$ cat src/rtl/posn_pkg.sv
package posn_pkg;

    typedef enum logic [1:0] {
        ST_TRACK    = 2'd0,
        ST_FROZEN   = 2'd1,
        ST_UNFREEZE = 2'd2
    } inhib_state_t;

endpackage

$ cat src/rtl/posn_freeze_fsm.sv
module posn_freeze_fsm
    import posn_pkg::*;
(
    input  logic         clk,
    input  logic         rst_n,
    input  logic         oe_n,
    input  logic         sel,
    output inhib_state_t state_q,
    output logic         freeze
);

    inhib_state_t state_d;

    // State register: falling edge, asynchronous clear.
    always_ff @(negedge clk or negedge rst_n) begin
        if (!rst_n) begin
            state_q <= ST_TRACK;
        end else begin
            state_q <= state_d;
        end
    end

    // Next-state logic.
    always_comb begin
        state_d = state_q;
        unique case (state_q)
            ST_TRACK: begin
                if (!oe_n && !sel) begin
                    state_d = ST_FROZEN;
                end
            end
            ST_FROZEN: begin
                if (!oe_n && sel) begin
                    state_d = ST_UNFREEZE;
                end
            end
            ST_UNFREEZE: begin
                if (oe_n) begin
                    state_d = ST_TRACK;
                end else if (!sel) begin
                    state_d = ST_FROZEN;
                end
            end
            default: state_d = ST_TRACK;
        endcase
    end

    // Output logic.
    always_comb begin
        unique case (state_q)
            ST_TRACK: freeze = 1'b0;
            default:  freeze = 1'b1;
        endcase
    end

endmodule

$ cat src/rtl/posn_hold_reg.sv
module posn_hold_reg #(
    parameter int WORD_W = 16,
    parameter int POS_W  = 16
) (
    input  logic              clk,
    input  logic              rst_n,
    input  logic              freeze,
    input  logic [WORD_W-1:0] count_in,
    output logic [POS_W-1:0]  pos_q,
    output logic [WORD_W-1:0] word
);

    localparam int PAD_W = WORD_W - POS_W;

    always_ff @(posedge clk or negedge rst_n) begin
        if (!rst_n) begin
            pos_q <= '0;
        end else if (!freeze) begin
            pos_q <= count_in[POS_W-1:0];
        end
    end

    generate
        if (PAD_W > 0) begin : g_narrow
            assign word = {{PAD_W{1'b0}}, pos_q};
        end else begin : g_full
            assign word = pos_q;
        end
    endgenerate

endmodule

$ cat src/rtl/posn_byte_mux.sv
module posn_byte_mux #(
    parameter int BUS_W = 8
) (
    input  logic [2*BUS_W-1:0] word,
    input  logic               oe_n,
    input  logic               sel,
    output logic [BUS_W-1:0]   bus_out,
    output logic               bus_drv
);

    logic [BUS_W-1:0] hi_byte;
    logic [BUS_W-1:0] lo_byte;

    assign hi_byte = word[2*BUS_W-1:BUS_W];
    assign lo_byte = word[BUS_W-1:0];
    assign bus_drv = ~oe_n;

    always_comb begin
        if (oe_n) begin
            bus_out = '0;
        end else if (sel) begin
            bus_out = lo_byte;
        end else begin
            bus_out = hi_byte;
        end
    end

endmodule

$ cat src/rtl/posn_read_latch.sv
module posn_read_latch
    import posn_pkg::*;
#(
    parameter int BUS_W = 8,
    parameter int POS_W = 16
) (
    input  logic               clk,
    input  logic               rst_n,
    input  logic               oe_n,
    input  logic               sel,
    input  logic [2*BUS_W-1:0] count_in,
    output logic [BUS_W-1:0]   bus_out,
    output logic               bus_drv
);

    localparam int WORD_W = 2 * BUS_W;

    inhib_state_t      inhib_st;
    logic              freeze;
    logic [POS_W-1:0]  pos_q;
    logic [WORD_W-1:0] word;

    posn_freeze_fsm u_fsm (
        .clk     (clk),
        .rst_n   (rst_n),
        .oe_n    (oe_n),
        .sel     (sel),
        .state_q (inhib_st),
        .freeze  (freeze)
    );

    posn_hold_reg #(
        .WORD_W (WORD_W),
        .POS_W  (POS_W)
    ) u_hold (
        .clk      (clk),
        .rst_n    (rst_n),
        .freeze   (freeze),
        .count_in (count_in),
        .pos_q    (pos_q),
        .word     (word)
    );

    posn_byte_mux #(
        .BUS_W (BUS_W)
    ) u_mux (
        .word    (word),
        .oe_n    (oe_n),
        .sel     (sel),
        .bus_out (bus_out),
        .bus_drv (bus_drv)
    );

endmodule

$ cat config.mk
export PLATFORM = sky130hd
export DESIGN_NAME = posn_read_latch
export DESIGN_NICKNAME = d
export VERILOG_FILES = /design/src/rtl/posn_pkg.sv /design/src/rtl/posn_freeze_fsm.sv /design/src/rtl/posn_hold_reg.sv /design/src/rtl/posn_byte_mux.sv /design/src/rtl/posn_read_latch.sv
export SDC_FILE = /design/constraint.sdc
export NUM_CORES = 1
export LEC_CHECK = 0
export ABC_AREA = 1
export BUFFER_PORTS_ARGS = -buffer_cell sky130_fd_sc_hd__buf_2
export CORE_MARGIN = 3
export CORE_UTILIZATION = 47
export CTS_CLUSTER_DIAMETER = 150
export DETAILED_ROUTE_END_ITERATION = 10
export PLACE_DENSITY = 0.76
export RECOVER_POWER = 25
export SETUP_SLACK_MARGIN = 0.05
export SLEW_MARGIN = 20
export SYNTH_ARGS = -nofsm -noshare
export SYNTH_HDL_FRONTEND = slang
export SYNTH_SLANG_ARGS = --single-unit
$ cat constraint.sdc
create_clock -name clk -period 1.1 [get_ports clk]
set_input_delay 0.055 -clock clk [delete_from_list [all_inputs] [get_ports clk]]
set_output_delay 0.055 -clock clk [all_outputs]
set_load 0.02 [all_outputs]
==> Word level (Yosys, flattened, before mapping) <==
Index checks and enable logic that the tools add are counted.
{ "word_totals": {"romBits": 0, "wordCells": 21, "ff_bits": 18, "latch_bits": 0, "out_inout_bits": 9, "mem_count": 0, "ram_bits": 0} }
{ "op_classes": {"div": 0, "shifts": 0, "mul": 0, "n_lt_le_gt_ge": 0, "n_bitwise": 1, "add_sub_neg": 0, "n_eq_ne": 5, "n_reduce_logical": 6, "n_mux": 7} }
{ "ops": {"columns": ["op", "count"], "rows": [
  ["8-bit 2-to-1 mux", 2],
  ["2-bit 2-to-1 mux", 4],
  ["2-bit one-hot mux with 3 select lines", 1],
  ["2-bit by 1-bit inequality test with 1-bit output (second input constant)", 2],
  ["3-bit inequality test (second input constant)", 1],
  ["3-bit AND reduction", 1],
  ["2-bit by 1-bit equality test with 1-bit output (second input constant)", 1],
  ["2-bit equality test (second input constant)", 1],
  ["1-bit logical AND", 2],
  ["1-bit zero test", 2],
  ["2-bit zero test", 1],
  ["1-bit NOT", 1]
]} }

==> Longest topological paths before layout <==
Gate-level depths: netlist (run 1).
{ "logic_depth": {"ltp_word": 4, "mapped_depth": 5} }

==> By module <==
A second synthesis (run 1) with hierarchy kept.
{ "unflattened": {"hier_cells": 140, "area_unflattened_um2": 1056.0} }
{ "modules_own_cells": {"columns": ["mod", "cells_each", "seq_area_each_um2", "area_per_inst_um2", "n_inst"], "rows": [
  ["posn_hold_reg", 84, 400.4, 764.5, 1],
  ["posn_byte_mux", 43, 0.0, 187.7, 1],
  ["posn_freeze_fsm", 13, 50.0, 103.8, 1]
]} }

==> results.md, run 1 <==
* Drt via density at about 5.2
* Vias in the first global route at ~830
* Root Driver: clkbuf_4
* CTS tree: yes
* Final hold violation count at 0
* Clock share of power at about a fifth
* CORE AREA at about 0.0016 mm2
* CP Data Required Time at between 1000 and 1500 ps
* Top post-synthesis cells by area: dfrtp_1, nand2_1, dfrtn_1
* Clk buf depth at 2
* TritonRoute pass-1 iters at 4
* Die Area at between 0.002 and 0.0025 mm2
* Syn Inst Count at approximately 110
* Commonest non-fill, non-tap cells in the layout: nand2_1, buf_2, dlygate4sd3_1
* Slowest-stage cell, CP: dfrtn_1
* Drt wl/cell at ~15 um
* Antenna Nets Post-Route at 0
* R2R setup slack at -390 ps
* Hold WC Path Type: in -> async
* GRT Resource Usage Total at around 23%
* Comb pwr share at around 36%
* R2R Path End: u_hold.pos_q[14]
* Setup crit end kind: flop
* Netlist Area Pre-Place at 824.5 um2
* NetSw at ~670 uW
* Pins over their slew limit at 0
* Ant. Diodes at 0
* Fillcell total at ~80
* WS Path Type: reg -> reg
* Final wirelength at 2.876 mm
* R2r startpoint: u_fsm.state_q[1]
* Most common cell after layout, fill and taps aside: nand2_1
* Starting Density at 52.30%
* Leading area contributor after synthesis: dfrtp_1
* Outcome: finished with violations
* RSZ-0062 raised after global routing: true
* Fin Hold WS at between 200 and 250 ps
* Post-layout util at between 80% and 90%
* MaxCap Viol Count at 0
* Post-synthesis sequential element count at 18
* Final #Nets at roughly 190
* Die Width at between 40 and 50 um
* Final WS setup at -389.4 ps
* Drt initial violations at 31
* Yosys warnings at 0
* Synth top area share at between 40% and 50%
* Num ports at 29
* Part of the power in registers at 44.0%
* CTS buffer count at 3
* Synth Area in XOR/XNOR at 0%
* Share of cells above drive strength 1 at between 30% and 40%
* Seq/Total Area, Yosys at a little over half
* Setup Skew at 3.216 ps
* Crit-path max cell delay at roughly 500 ps
* Syn nets at about 130
* Distinct cells, synth at 12
* Chip Height at 47.89 um
* Max_slew headroom at 67.49%
* Std cell rows at 14
* Routed vias at approximately 970
* Startpoint types: flop
* First-pass GRT wire length at around 3.6 mm
* Synth Area in Compound Gates at 0%
* Peak VDD IR at roughly 0.0012 V
* Worst-Margin Slew at between 400 and 500 ps
* Mean Syn Cell Area at approximately 7.7 um2
* # setup viols final at 16
* Global placement routability congestion at 0.7317
* Synth-to-layout area growth at 69.35%
* Worst Path Arrival at 1680 ps
* Switching share of power at 33.19%
* Critical path's top delay family: flip-flops
* Post-Synth Adder-Cell Area at 0%
* PortBufs at 28
* Initial antenna violation count at 0
* Post-route DRC at 0
* Largest net degree at the start of global routing at 18
* LEAKAGE at a little under 0.8 nW
* HPWL Detailed at ~1.3 mm
* Power Internal at between 1 and 1.5 mW
* R2R cell count at 4
* CP Buf/Inv Count at 1
* Gr ovfl total at 0
* CP max FO at 5
* Pwr per Cell Area at 1437 mW/mm2
* H-tree depth at 1
* Worst-path clk slew at roughly 100 ps
* Total Power at between 2 and 2.5 mW
* Cell repeated most along the worst path: nand2_1
* Largest family of logic cells by synthesized area: simple AND/OR/NAND/NOR gates
* Mux cell area share after synthesis at 0%
* CTS sink cnt at 18
* Clk_lat worst skew at slightly below 300 ps
* Simple-gate share of the synthesized area at between 40% and 50%
* Failing checks: negative setup slack
* CP Cell Sequence: nor2_4 -> buf_6 -> nand2_1 -> nand2_1
## through the flow
step / setup slack (ps) / setup TNS [ps] / std cells / cell area (um2)
after floorplan: -338.1 / -4784 / 107 / 832.0
after global placement: -380.8 / -5903 / 153 / 991.0
after detailed placement: -410.5 / -6313 / 153 / 991.0
after CTS: -342.8 / -5275 / 177 / 1246
after global routing: -428.0 / -6490 / 188 / 1396
final: -389.4 / -5961 / 188 / 1396
## metal layers
layer	wire (um)	global-route usage (%)	up-vias
li1	-	-	450
met1	1140	25.65	457
met3	178	5.639	12
met4	98	7.527	0
met2	1458	40.63	55
met5	0	0	-
## power groups by stage
stage | Sequential [mW] | Combinational, mW | Clock, mW
final | 0.882 | 0.714 | 0.411
after global routing | 0.893 | 0.773 | 0.447
after CTS | 0.872 | 0.500 | 0.415
after detailed placement | 0.884 | 0.403 | 0
after global placement | 0.876 | 0.391 | 0
after floorplan | 0.868 | 0.294 | 0
## state kept, by name, summed over array words and instances (netlist names)
name           cells
u_fsm.state_q      2
u_hold.pos_q      16
## synthesized netlist by cell type
cell and number:
nand2_2 1, nand2_1 75, nor2_1 4, dfrtn_1 2
buf_4 1, inv_1 2, buf_12 1, nand2_4 1
inv_2 2, dfrtp_1 16, nor2_2 1, nor2_4 1
## layout make-up
cell class / count / area (um2) / share of cell area (%)
multi-input combinational: 84 / 384.1 / 27.51
inverter: 4 / 18.77 / 1.344
tap: 16 / 20.02 / 1.434
clock buffer: 4 / 36.28 / 2.599
sequential: 18 / 450.4 / 32.26
timing repair buffer: 62 / 486.7 / 34.86
## worst register-to-register path, delay by kind of cell, from the launching register on
family                 cells  cell delay [ps]
DFF                        1              500
buffers and inverters      1              140
and+or+nand+nor            3              200
## logic make-up (layout without fill, tap and decap cells)
logic type,count (synthesis),after routing
AND/OR/NAND/NOR,83,84
flip-flops,18,18
buffers and inverters,6,70
## repair_timing
item	in CTS	in global routing
setup buffers	3	9
hold buffers	17	0
endpoints found under the setup margin	16	23
resized for setup	7	24
pin swaps	2	9
hold endpoints to repair	32	0
cloned	0	2
## how the worst max path moves through the flow
stage / start / endpoint / slack [ps] / cells past startpoint
2_1_floorplan: u_fsm.state_q[0] / u_hold.pos_q[0] / -340 / 5
3_3_place_gp: u_fsm.state_q[1] / u_hold.pos_q[9] / -380 / 3
3_5_place_dp: u_fsm.state_q[1] / u_hold.pos_q[8] / -410 / 3
4_1_cts: u_fsm.state_q[1] / u_hold.pos_q[9] / -340 / 4
5_1_grt: u_fsm.state_q[0] / u_hold.pos_q[7] / -430 / 4
6_report: u_fsm.state_q[1] / u_hold.pos_q[14] / -390 / 4
No activity file was read; power rests on OpenSTA's default activity.
==> inputs of run 2 (changes only) <==
==> constraint.sdc (replaced) <==
create_clock -name clk -period 1.1 [get_ports clk]
set_input_delay 0.275 -clock clk [delete_from_list [all_inputs] [get_ports clk]]
set_output_delay 0.275 -clock clk [all_outputs]
set_load 0.02 [all_outputs]
==> results.md, run 2 (same netlist as run 1, synthesis figures left out) <==
* CORE AREA at 0.001577 mm2 (unchanged)
* Post-layout util at 82.22% (-6.3 points)
* Chip Height at 47.89 um (unchanged)
* Gr ovfl total at 0 (unchanged)
* PortBufs at 28 (unchanged)
* CTS sink cnt at 18 (unchanged)
* Share of cells above drive strength 1 at 50.67% (+11 points)
* Clk_lat worst skew at 280 ps (about the same)
* Antenna Nets Post-Route at 0 (unchanged)
* CP Buf/Inv Count at 1 (unchanged)
* Outcome: finished with violations
* Drt via density at 4.916 (-5.1%)
* Setup Skew at 3.046 ps (-0.1696 ps)
* HPWL Detailed at 1.264 mm (-2.2%)
* Synth-to-layout area growth at 57.21%
* Drt wl/cell at 12.82 um (-16%)
* # setup viols final at 25 (+9)
* H-tree depth at 1 (unchanged)
* Pins over their slew limit at 0 (unchanged)
* Failing checks: negative setup slack
* Most flops, register: u_hold.pos_q
* First-pass GRT wire length at 3.222 mm (-9.3%)
* Die Area at 0.002293 mm2 (unchanged)
* Final WS setup at -379.8 ps (+9.571 ps)
* Max_slew headroom at 78.57% (+11 points)
* Global placement routability congestion at 0.7383 (+0.90%)
* CTS buffer count at 3 (unchanged)
* GRT Resource Usage Total at 20.52% (-2.0 points)
* Std cell rows at 14 (unchanged)
* TritonRoute pass-1 iters at 4 (unchanged)
* Final hold violation count at 0 (unchanged)
* Startpoint types: flop
* Critical path's top delay family: flip-flops
* CTS tree: yes
* Cell repeated most along the worst path: nand2_1
* Initial antenna violation count at 0 (unchanged)
* Num ports at 29 (unchanged)
* MaxCap Viol Count at 0 (unchanged)
* Peak VDD IR at 0.001030 V (-15%)
* Number of flip-flops under the largest register name at 16 (unchanged)
* Crit-path max cell delay at 500 ps (about the same)
* LEAKAGE at 0.7275 nW (-6.4%)
* RSZ-0062 raised after global routing: true
* Die Width at 47.89 um (unchanged)
* Post-route DRC at 0 (unchanged)
* Commonest non-fill, non-tap cells in the layout: nand2_1, nand2_2, buf_2
* Slowest-stage cell, CP: dfrtn_1
* Largest net degree at the start of global routing at 18 (unchanged)
* Routed vias at 816 (-16%)
* CP Cell Sequence: inv_2 -> nand2_4 -> nand2_1 -> nand2_1
* Largest regs: u_hold.pos_q (16), u_fsm.state_q (2)
* Hold WC Path Type: in -> reg
* Starting Density at 52.30% (unchanged)
* Pwr per Cell Area at 1422 mW/mm2 (-1.1%)
* Final wirelength at 2.128 mm (-26%)
* Drt initial violations at 19 (-39%)
* Setup crit end kind: flop
* Final #Nets at 171 (-11%)
* Ant. Diodes at 0 (unchanged)
* Worst Path Arrival at 1710 ps (+30 ps)
* Clk buf depth at 2 (unchanged)
* Root Driver: clkbuf_4
* CP Data Required Time at 1330 ps (+40 ps)
* Fin Hold WS at 184.7 ps (-63.40 ps)
* WS Path Type: reg -> reg
* Worst-Margin Slew at 320.4 ps (-167.3 ps)
* Worst-path clk slew at 100 ps (about the same)
* Most common cell after layout, fill and taps aside: nand2_1
* Vias in the first global route at 753 (-9.6%)
* CP max FO at 8 (+3)
==> run 2: routing by layer <==
metal	global-route usage, %	routed length [um]	vias up
met4	4.839	13	0
met2	33.25	1076	23
met5	0	0	-
met3	4.135	95	2
li1	-	-	405
met1	28.24	942	386
==> run 2: per-stage QoR <==
stage	TNS, ps	setup slack (ps)	instance area (um2)	total power [mW]	std cells
2_1_floorplan	-5091	-338.1	837.1	1.162	107
3_3_place_gp	-7831	-379.7	1011	1.274	155
3_5_place_dp	-8570	-423.5	1011	1.293	155
4_1_cts	-6568	-352.7	1242	1.789	165
5_1_grt	-7830	-416.7	1296	1.965	166
6_report	-7019	-379.8	1296	1.843	166
==> run 2: layout make-up <==
| type | count | area [um2] |
|---|---|---|
| Multi-Input combinational cell | 84 | 451.7 |
| Sequential cell | 18 | 450.4 |
| Timing Repair Buffer | 40 | 329.1 |
| Fill cell | 91 | 280.3 |
| Clock buffer | 4 | 26.28 |
| Tap cell | 16 | 20.02 |
| Inverter | 4 | 18.77 |
==> run 2: final timing paths <==
check,startpoint,to,slack (ps),cells past startpoint
max reg2reg,u_fsm.state_q[1],u_hold.pos_q[15],-380,4
min reg2reg,u_hold.pos_q[12],u_hold.pos_q[12],500,2
max,u_fsm.state_q[1],u_hold.pos_q[15],-380,4
min,count_in[11],u_hold.pos_q[11],180,3
max in group asynchronous,rst_n,u_hold.pos_q[1],240,3
min in group asynchronous,rst_n,u_fsm.state_q[0],240,1
==> run 2: power breakdown <==
part / leakage (nW) / switching, mW / total [mW] / internal (mW)
clock: 0.0150 / 0.192 / 0.333 / 0.141
combinational: 0.492 / 0.320 / 0.603 / 0.283
sequential: 0.221 / 0.112 / 0.907 / 0.795
==> run 2: what timing repair did <==
item | in CTS | in global routing
hold buffers | 2 | 0
pin swaps | 15 | 15
resized for setup | 45 | 14
setup buffers | 5 | 1
cloned | 0 | 1
endpoints found under the hold margin | 7 | 0
endpoints found under the setup margin | 24 | 26
==> run 2: tightest hold or removal path, cell delays in order <==
cell and delay (ps):
buf_2 70, nand2_1 40, nand2_1 50
==> inputs of run 3 (changes only) <==
==> constraint.sdc (replaced) <==
create_clock -name clk -period 1.1 [get_ports clk]
set_input_delay 0.33 -clock clk [delete_from_list [all_inputs] [get_ports clk]]
set_output_delay 0.33 -clock clk [all_outputs]
set_load 0.02 [all_outputs]
==> results.md, run 3 <==
* Num ports at 29 (unchanged)
* Global placement routability congestion at 0.7447 (+0.87%)
* Mean Syn Cell Area at 7.706 um2 (unchanged)
* Worst endpoint type: sequential cell input
* Synth top area share at 48.56% (unchanged)
* Number of synthesized flops with an enable pin at 0 (unchanged)
* Post-Synth Adder-Cell Area at 0% (unchanged)
* Simple-gate share of the synthesized area at 40.21% (unchanged)
* Most frequent cell after synthesis: nand2_1
* Distinct cells, synth at 12 (unchanged)
* Synth Area in Compound Gates at 0% (unchanged)
* Syn nets at 127 (unchanged)
* Initial antenna violation count at 0
* Post-synth ARST share at 100.0% (unchanged)
* Seq/Total Area, Yosys at 54.63% (unchanged)
* HPWL Detailed at 1.271 mm (+0.57%)
* Synth Area in XOR/XNOR at 0% (unchanged)
* Netlist Area Pre-Place at 824.5 um2 (unchanged)
* Syn Inst Count at 107 (unchanged)
* GR repair worst EP: u_hold.pos_q[4]$_DFFE_PN0N_/D
* Mux cell area share after synthesis at 0% (unchanged)
* Chip Height at 47.89 um (unchanged)
* Std cell rows at 14 (unchanged)
* Root Driver: clkbuf_4
* Post-synth top flop: dfrtp_1
* CTS sink cnt at 18 (unchanged)
* Largest family of logic cells by synthesized area: simple AND/OR/NAND/NOR gates
* Leading area contributor after synthesis: dfrtp_1
* PortBufs at 28 (unchanged)
* Largest net degree at the start of global routing at 11
* Starting Density at 52.30% (unchanged)
* Clk buf depth at 2 (unchanged)
* Synth top cells by count: nand2_1, dfrtp_1, nor2_1
* Yosys warnings at 0 (unchanged)
* Top post-synthesis cells by area: dfrtp_1, nand2_1, dfrtn_1
* Stop err: [ERROR DPL-0033] detailed placement checks failed during check placement.
* CTS buffer count at 3 (unchanged)
* H-tree depth at 1 (unchanged)
* Die Width at 47.89 um (unchanged)
* Halt Stage: global routing (5_1_grt)
* Outcome: aborted with a tool error
* Post-synthesis sequential element count at 18 (unchanged)
## run 3: cell counts after synthesis
Identical to the previous run, type by type.
## run 3: kinds of logic after synthesis
logic type / count (synthesis)
flip-flops: 18
AND/OR/NAND/NOR: 83
buffers and inverters: 6
## run 3: what timing repair did
| item | 4_1_cts |
|---|---|
| endpoints found under the hold margin | 7 |
| hold buffers | 2 |
| gates cloned | 3 |
| resized for setup | 51 |
| setup buffers | 13 |
| setup endpoints to repair | 27 |
| pin swaps | 30 |
## run 3: stage by stage
step                cells  setup WS, ps  area [um2]  utilization, %
floorplan             107        -338.1       867.1               -
global placement      150        -367.8        1003           63.65
detailed placement    150        -412.3        1003           63.65
CTS                   172        -372.5        1376           87.30
==> inputs of run 4 (changes only) <==
--- a/config.mk
+++ b/config.mk
@@ -7,13 +7,11 @@
 export LEC_CHECK = 0
 export ABC_AREA = 1
 export BUFFER_PORTS_ARGS = -buffer_cell sky130_fd_sc_hd__buf_2
-export CORE_MARGIN = 3
-export CORE_UTILIZATION = 47
-export CTS_CLUSTER_DIAMETER = 150
+export CORE_AREA = 3 3 64 66
 export DETAILED_ROUTE_END_ITERATION = 10
-export PLACE_DENSITY = 0.76
+export DIE_AREA = 0 0 67 69
+export PLACE_DENSITY_LB_ADDON = 0.15
 export RECOVER_POWER = 25
-export SETUP_SLACK_MARGIN = 0.05
 export SLEW_MARGIN = 20
 export SYNTH_ARGS = -nofsm -noshare
 export SYNTH_HDL_FRONTEND = slang
==> results.md, run 4 (same netlist as run 1, synthesis figures left out) <==
* GRT Resource Usage Total at between 10% and 20%
* First-pass GRT wire length at slightly below 4 mm
* Vias in the first global route at 869
* Drt initial violations at 23
* CTS sink cnt at 18 (unchanged)
* Drt via density at ~3.9
* Peak VDD IR at ~0.00067 V
* Power Internal at 1.388 mW
* Drt wl/cell at ~11 um
* Largest regs: u_hold.pos_q (16), u_fsm.state_q (2)
* Final hold violation count at 0
* Global placement routability congestion at 0.7460 (+0.17%)
* Worst-Margin Slew at roughly 290 ps
* Max_slew headroom at around four fifths
* RSZ-0062 raised after global routing: true
* Post-layout util at a little over a third
* Final WS setup at -376.5 ps
* Num ports at 29 (unchanged)
* # setup viols final at 29
* CP max FO at 10
* Ant. Diodes at 0
* Std cell rows at 22 (+8)
* CP Buf/Inv Count at 1
* Part of the power in registers at around 44%
* Critical path's top delay family: flip-flops
* Clock share of power at a little over a quarter
* CP Data Required Time at 1240 ps
* Die Width at 67 um (+40%)
* NetSw at around 600 uW
* Starting Density at 22.69% (-30 points)
* LEAKAGE at 0.7016 nW
* CTS buffer count at 3 (unchanged)
* Worst Setup SP: u_fsm.state_q[0]
* R2R setup slack at -380 ps
* WS Path Type: reg -> reg
* Root Driver: clkbuf_8
* H-tree depth at 1 (unchanged)
* CTS tree: yes
* Share of cells above drive strength 1 at a little over two fifths
* Startpoint types: flop
* Largest net degree at the start of global routing at 15
* Pins over their slew limit at 0
* Die Area at 0.004623 mm2
* Synth-to-layout area growth at 57.66%
* R2r startpoint: u_fsm.state_q[0]
* CORE AREA at approximately 0.0036 mm2
* Setup crit end kind: flop
* Outcome: finished with violations
* Most common cell after layout, fill and taps aside: nand2_1
* CP Cell Sequence: nor2_4 -> buf_12 -> nand2_2 -> nand2_1
* Antenna Nets Post-Route at 0
* HPWL Detailed at 1.525 mm (+20%)
* Crit-path max cell delay at between 400 and 500 ps
* Number of flip-flops under the largest register name at 16
* Failing checks: negative setup slack
* Pwr per Cell Area at ~1500 mW/mm2
* Slowest-stage cell, CP: dfrtn_1
* MaxCap Viol Count at 0
* Clk_lat worst skew at 270 ps
* R2R Path End: u_hold.pos_q[10]
* Fin Hold WS at approximately 270 ps
* Clk buf depth at 2 (unchanged)
* Gr ovfl total at 0
* TritonRoute pass-1 iters at 4
* Total Power at around 2 mW
* Chip Height at 69 um (+44%)
* R2R cell count at 4
* Routed vias at approximately 770
* Worst-path clk slew at 70 ps
* Commonest non-fill, non-tap cells in the layout: nand2_1, buf_2, dfrtp_1
* Most flops, register: u_hold.pos_q
* Placement Setup Slack at -466.0 ps (-53.69 ps)
* PortBufs at 28 (unchanged)
* Post-route DRC at 0
* Switching share of power at ~30%
* Worst Path Arrival at 1620 ps
* Hold WC Path Type: in -> reg
* Setup crit end: u_hold.pos_q[10]
* Final #Nets at 170
* Comb pwr share at approximately 29%
* Setup Skew at 19.36 ps
* Worst path depth at 4
* Initial antenna violation count at 0
* Final wirelength at 2.157 mm
-- run 4: stage by stage --
stage | instances | TNS, ps | area, um2
floorplan | 107 | -5201 | 842.1
global placement | 186 | -9289 | 1049
detailed placement | 186 | -9824 | 1049
CTS | 196 | -7285 | 1265
global route | 197 | -9327 | 1300
finish | 197 | -7541 | 1300
-- run 4: how the worst min path moves through the flow --
stage | from | to | slack [ps] | cells past startpoint
2_1_floorplan | rst_n | u_hold.pos_q[0] | 30 | 0
3_3_place_gp | rst_n | u_hold.pos_q[7] | 160 | 1
6_report | count_in[3] | u_hold.pos_q[3] | 270 | 3
5_1_grt | count_in[12] | u_hold.pos_q[12] | 280 | 3
3_5_place_dp | rst_n | u_hold.pos_q[7] | 150 | 1
4_1_cts | count_in[11] | u_hold.pos_q[11] | 270 | 3
-- run 4: power by group through the flow --
stage	Sequential, mW	Clock (mW)	Combinational (mW)
floorplan	0.868	0	0.296
global placement	0.881	0	0.415
detailed placement	0.886	0	0.420
CTS	0.873	0.556	0.568
global route	0.896	0.587	0.650
finish	0.880	0.531	0.576
-- run 4: routing by layer --
layer	up-vias	track usage, %	routed length [um]
li1	401	-	-
met1	345	12.09	904
met2	15	19.43	1141
met3	4	2.932	81
met4	0	3.378	29
met5	-	0	0
-- run 4: layout make-up --
| cell class | instances | area (um2) |
|---|---|---|
| fill | 404 | 2333 |
| inverter | 4 | 21.27 |
| sequential | 18 | 450.4 |
| tap | 48 | 60.06 |
| multi-input combinational | 84 | 389.1 |
| clock buffer | 4 | 55.05 |
| timing repair buffer | 39 | 324.1 |
-- run 4: worst min-delay path, delay by kind of cell --
kind	cells	cell delay, ps
buffers and inverters	1	80
and+or+nand+nor	2	90
-- run 4: timing repair --
action                                  4_1_cts  5_1_grt
buffers inserted                              4        1
gates resized for setup                      30       11
endpoints found under the hold margin         2        0
pin swaps                                     8        9
endpoints found under the setup margin       27       27
gates cloned                                  1        0
hold buffers                                  1        0
